===== src/rtl/sensclk_regs.sv =====
module sensclk_regs #(
  parameter int TIMW = 8
) (
  input  logic        clk,
  input  logic        rst_n,
  input  logic        bus_wr,
  input  logic        bus_rd,
  input  logic [1:0]  bus_addr,
  input  logic [15:0] bus_wdata,
  output logic [15:0] bus_rdata,
  input  logic [3:0]  src_ce,
  input  logic        mod_en,
  input  logic        dbg_mode,
  input  logic        conv_done,
  input  logic [15:0] result_data,
  output logic        mod_ce,
  output logic [TIMW-1:0] conv_time,
  output logic        irq
);
  localparam int PADW = 16 - TIMW;

  logic [1:0] src_q, div_q;
  logic       dbgrun_q, flag_q, ien_q;
  logic [TIMW-1:0] tim_q;
  logic [2:0] cnt_q, limit;
  logic       wr_clk, sel_ce, tick, rd_res;

  assign wr_clk = bus_wr && bus_addr == 2'd0 && !mod_en;
  assign rd_res = bus_rd && bus_addr == 2'd3;
  assign sel_ce = src_ce[src_q];
  assign tick   = sel_ce && (!dbg_mode || dbgrun_q);

  always_comb begin
    if (src_q[0]) limit = 3'd0;
    else begin
      case (div_q)
        2'd0:    limit = 3'd0;
        2'd1:    limit = 3'd1;
        2'd2:    limit = 3'd3;
        default: limit = 3'd7;
      endcase
    end
  end

  assign mod_ce = tick && cnt_q == limit;

  always_ff @(posedge clk or negedge rst_n) begin
    if (!rst_n) begin
      src_q    <= '0;
      div_q    <= '0;
      dbgrun_q <= 1'b0;
      cnt_q    <= '0;
    end else begin
      if (wr_clk) begin
        src_q    <= bus_wdata[1:0];
        div_q    <= bus_wdata[5:4];
        dbgrun_q <= bus_wdata[8];
        cnt_q    <= '0;
      end else if (tick) begin
        cnt_q <= (cnt_q == limit) ? 3'd0 : cnt_q + 3'd1;
      end
    end
  end

  always_ff @(posedge clk or negedge rst_n) begin
    if (!rst_n) begin
      tim_q  <= '0;
      ien_q  <= 1'b0;
      flag_q <= 1'b0;
    end else begin
      if (bus_wr && bus_addr == 2'd1) tim_q <= bus_wdata[TIMW-1:0];
      if (bus_wr && bus_addr == 2'd2) ien_q <= bus_wdata[1];
      if (conv_done)   flag_q <= 1'b1;
      else if (rd_res) flag_q <= 1'b0;
    end
  end

  assign conv_time = tim_q;
  assign irq       = flag_q && ien_q;

  always_comb begin
    case (bus_addr)
      2'd0:    bus_rdata = {7'd0, dbgrun_q, 2'd0, div_q, 2'd0, src_q};
      2'd1:    bus_rdata = {{PADW{1'b0}}, tim_q};
      2'd2:    bus_rdata = {14'd0, ien_q, flag_q};
      default: bus_rdata = result_data;
    endcase
  end
endmodule


===== config.mk =====
export PLATFORM = sky130hd
export DESIGN_NAME = sensclk_regs
export DESIGN_NICKNAME = d
export VERILOG_FILES = /design/src/rtl/sensclk_regs.sv
export SDC_FILE = /design/constraint.sdc
export NUM_CORES = 1
export LEC_CHECK = 0
export BUFFER_PORTS_ARGS = -buffer_cell sky130_fd_sc_hd__buf_2
export CELL_PAD_IN_SITES_DETAIL_PLACEMENT = 0
export CELL_PAD_IN_SITES_GLOBAL_PLACEMENT = 2
export CORE_ASPECT_RATIO = 0.75
export CORE_MARGIN = 4
export CORE_UTILIZATION = 25
export DETAILED_ROUTE_END_ITERATION = 8
export PLACE_DENSITY = 0.91
export SLEW_MARGIN = 30
export SYNTH_ARGS = -nofsm -noshare
export SYNTH_HDL_FRONTEND = slang
export SYNTH_SLANG_ARGS = --single-unit

===== constraint.sdc =====
create_clock -name clk -period 3.7 [get_ports clk]
set_input_delay 0.37 -clock clk [delete_from_list [all_inputs] [get_ports clk]]
set_output_delay 0.37 -clock clk [all_outputs]
set_load 0.01 [all_outputs]

==> metrics.cfg <==
[outcome]
status=finished, final reports clean

[synth]
ys_seq_elements=18
synth.most_common_cell=dfrtp_1
synth_edf_count=0
yosys_warnings=0
synth_fp_nets=142
synth_area_leaders=dfrtp_1, mux2_2, mux2i_1, and3_1, nand3b_1
synth-seq-area-share_pct=41.4
syn_area_sq_um=1090
yosysTopAreaCellShare_pct=41.4
synthFlopType=dfrtp_1
ys_top_cells_by_count=dfrtp_1, mux2_2, mux2i_1, and3_1, nand2_1
avgSynthCellArea_sq_um=11.3
yosysTopAreaCell=dfrtp_1
syn-instance-count=96
async_flop_share_pct=100
synthDistinctLibCells=31

[timing]
hold_viol=0
drv_slew=0
setup_viol=0
hold_slack_ns=0.0430
maxSlewHeadroom_pct=62.4
min_period_ns=1.98
tightestPinTransition_ns=0.562
fmax_ghz=0.504
post-route-period-util_pct=53.6
rsz0062_at_grt=no
finalSetupTns_ns=0
fin_ws_ns=1.72
finalClockSkew_ns=0.00145

[floorplan]
die_h_um=65.1
rows=20
core-area_sq_um=4130
pin_count=71
die-area_sq_um=5480
die_w_um=84.2
initial_core_util_pct=26.3

[clock_tree]
cts_tree=yes
clk_latency_ns=0.25
cts-root-buf=clkbuf_8
clk_path_buf_depth=2
cts_htree_levels=1
cts-buffers-inserted=3
post-cts-setup-buffers=0
cts_resized=0
cts-hold-fix-buffers=0
clk_pin_slew_ns=0.07
cts_sinks=18

[layout]
fillerInstances=428
area_growth_pct=38.3
layout-drive-gt1-share_pct=55.1
register_area_sq_um=450
design_area_sq_um=1500
final_nets=205
fin_util_pct=36.4
finalNonFillerCells=213
antenna_cells=0
multi_input_area_sq_um=611

[worst_setup_path]
crit_type=flip-flop to primary output
crit_fanout=5
rr_endpoint=cnt_q[2]
reg2reg_from=div_q[1]
r2r_setup_slack_ns=2.23
required_ns=3.33
end_kind=primary output
r2r_cells=5
worst_ep_arrival_time_ns=1.61
start_kind=flip-flop

[global_routing]
overflow=0
grt_max_degree=24
grt_pass1_vias=1054
grtUsageTotal_pct=11.5
grt_pass1_wl_mm=5.01
antenna_found_initial=0

[placed_design]
place_congestion=0.756
placed_area_sq_um=1450
post-place-ws_ns=1.85
dp_hpwl_mm=2.49
dp.cells=209
portBuffers=63

[pwr]
ir_worst_vdd_v=0.000141
p_leak_nw=0.764
pwr_density_cell_nw_per_um2=456
finalPower_mw=0.686

[worst_hold_path]
hp-class=input pin to asynchronous set/reset pin

[drt]
drt_first_pass_iters=4
drc_errors=0
postRouteAntennaNets=0
avgViaCountPerCell=4.64
wirelength_mm=2.98
wire_per_inst_um=14.0
vias=989
drtIter0Drc=29

[run]
maxCapViolCount=0

==> how the worst max path moves through the flow <==
stage,start,end
after floorplan,div_q[1],mod_ce
after global placement,bus_addr[0],bus_rdata[1]
after detailed placement,bus_addr[0],bus_rdata[1]
after CTS,div_q[1],mod_ce
after global routing,div_q[1],mod_ce
final,div_q[1],mod_ce
==> logic make-up (layout without fill, tap and decap cells) <==
| kind of cell | count (synthesis) | after routing | synth area share (%) |
|---|---|---|---|
| and+or+nand+nor | 36 | 36 | 22.2 |
| muxes | 24 | 24 | 26.4 |
| DFF | 18 | 18 | 41.4 |
| AOI/OAI and AO/OA | 10 | 10 | 5.64 |
| buffers and inverters | 6 | 68 | 2.42 |
| adders and majority gates | 1 | 1 | 1.15 |
| xor gates and xnor gates | 1 | 1 | 0.806 |
==> report_power, final <==
group	internal (mW)	switching, mW	leakage (nW)
clock network	0.0945	0.0627	0.0288
registers	0.244	0.0512	0.211
logic	0.125	0.110	0.524
total	0.463	0.224	0.764
==> per-layer routing <==
metal,wire (um),track usage [%]
met3,137,2.38
met5,0,0
met1,1200,13.3
met2,1590,21.2
met4,51,4.22
==> cells in the final DEF, fill, tap and decap left out, types with 2 or more instances in the layout <==
| cell | n |
|---|---|
| mux2i_1 | 8 |
| o21ai_0 | 3 |
| nor2b_1 | 4 |
| and3_1 | 7 |
| nor2_1 | 3 |
| nand3b_1 | 4 |
| nand2_1 | 5 |
| dfrtp_1 | 18 |
| mux2_2 | 14 |
| buf_2 | 63 |
| clkbuf_8 | 4 |
| a21oi_1 | 2 |
| a31oi_1 | 2 |
| nand3_1 | 4 |
==> registers in the layout (all words and copies together) (netlist names) <==
name	count
ien_q	1
dbgrun_q	1
div_q	2
conv_time	8
cnt_q	3
src_q	2
flag_q	1
==> critical path, cell delays in order (launching register included) <==
cell     delay (ns)
dfrtp_1        0.42
nor4b_1        0.31
a31oi_1        0.08
o31a_1         0.30
nor2_1         0.12
buf_2          0.13
==> layout make-up <==
type / instances / share of cell area (%)
Clock buffer: 4 / 3.66
Inverter: 1 / 0.250
Multi-Input combinational cell: 72 / 40.6
Sequential cell: 18 / 30.0
Tap cell: 55 / 4.58
Timing Repair Buffer: 63 / 21.0
Note: power is estimated with default switching activity, not from simulation.
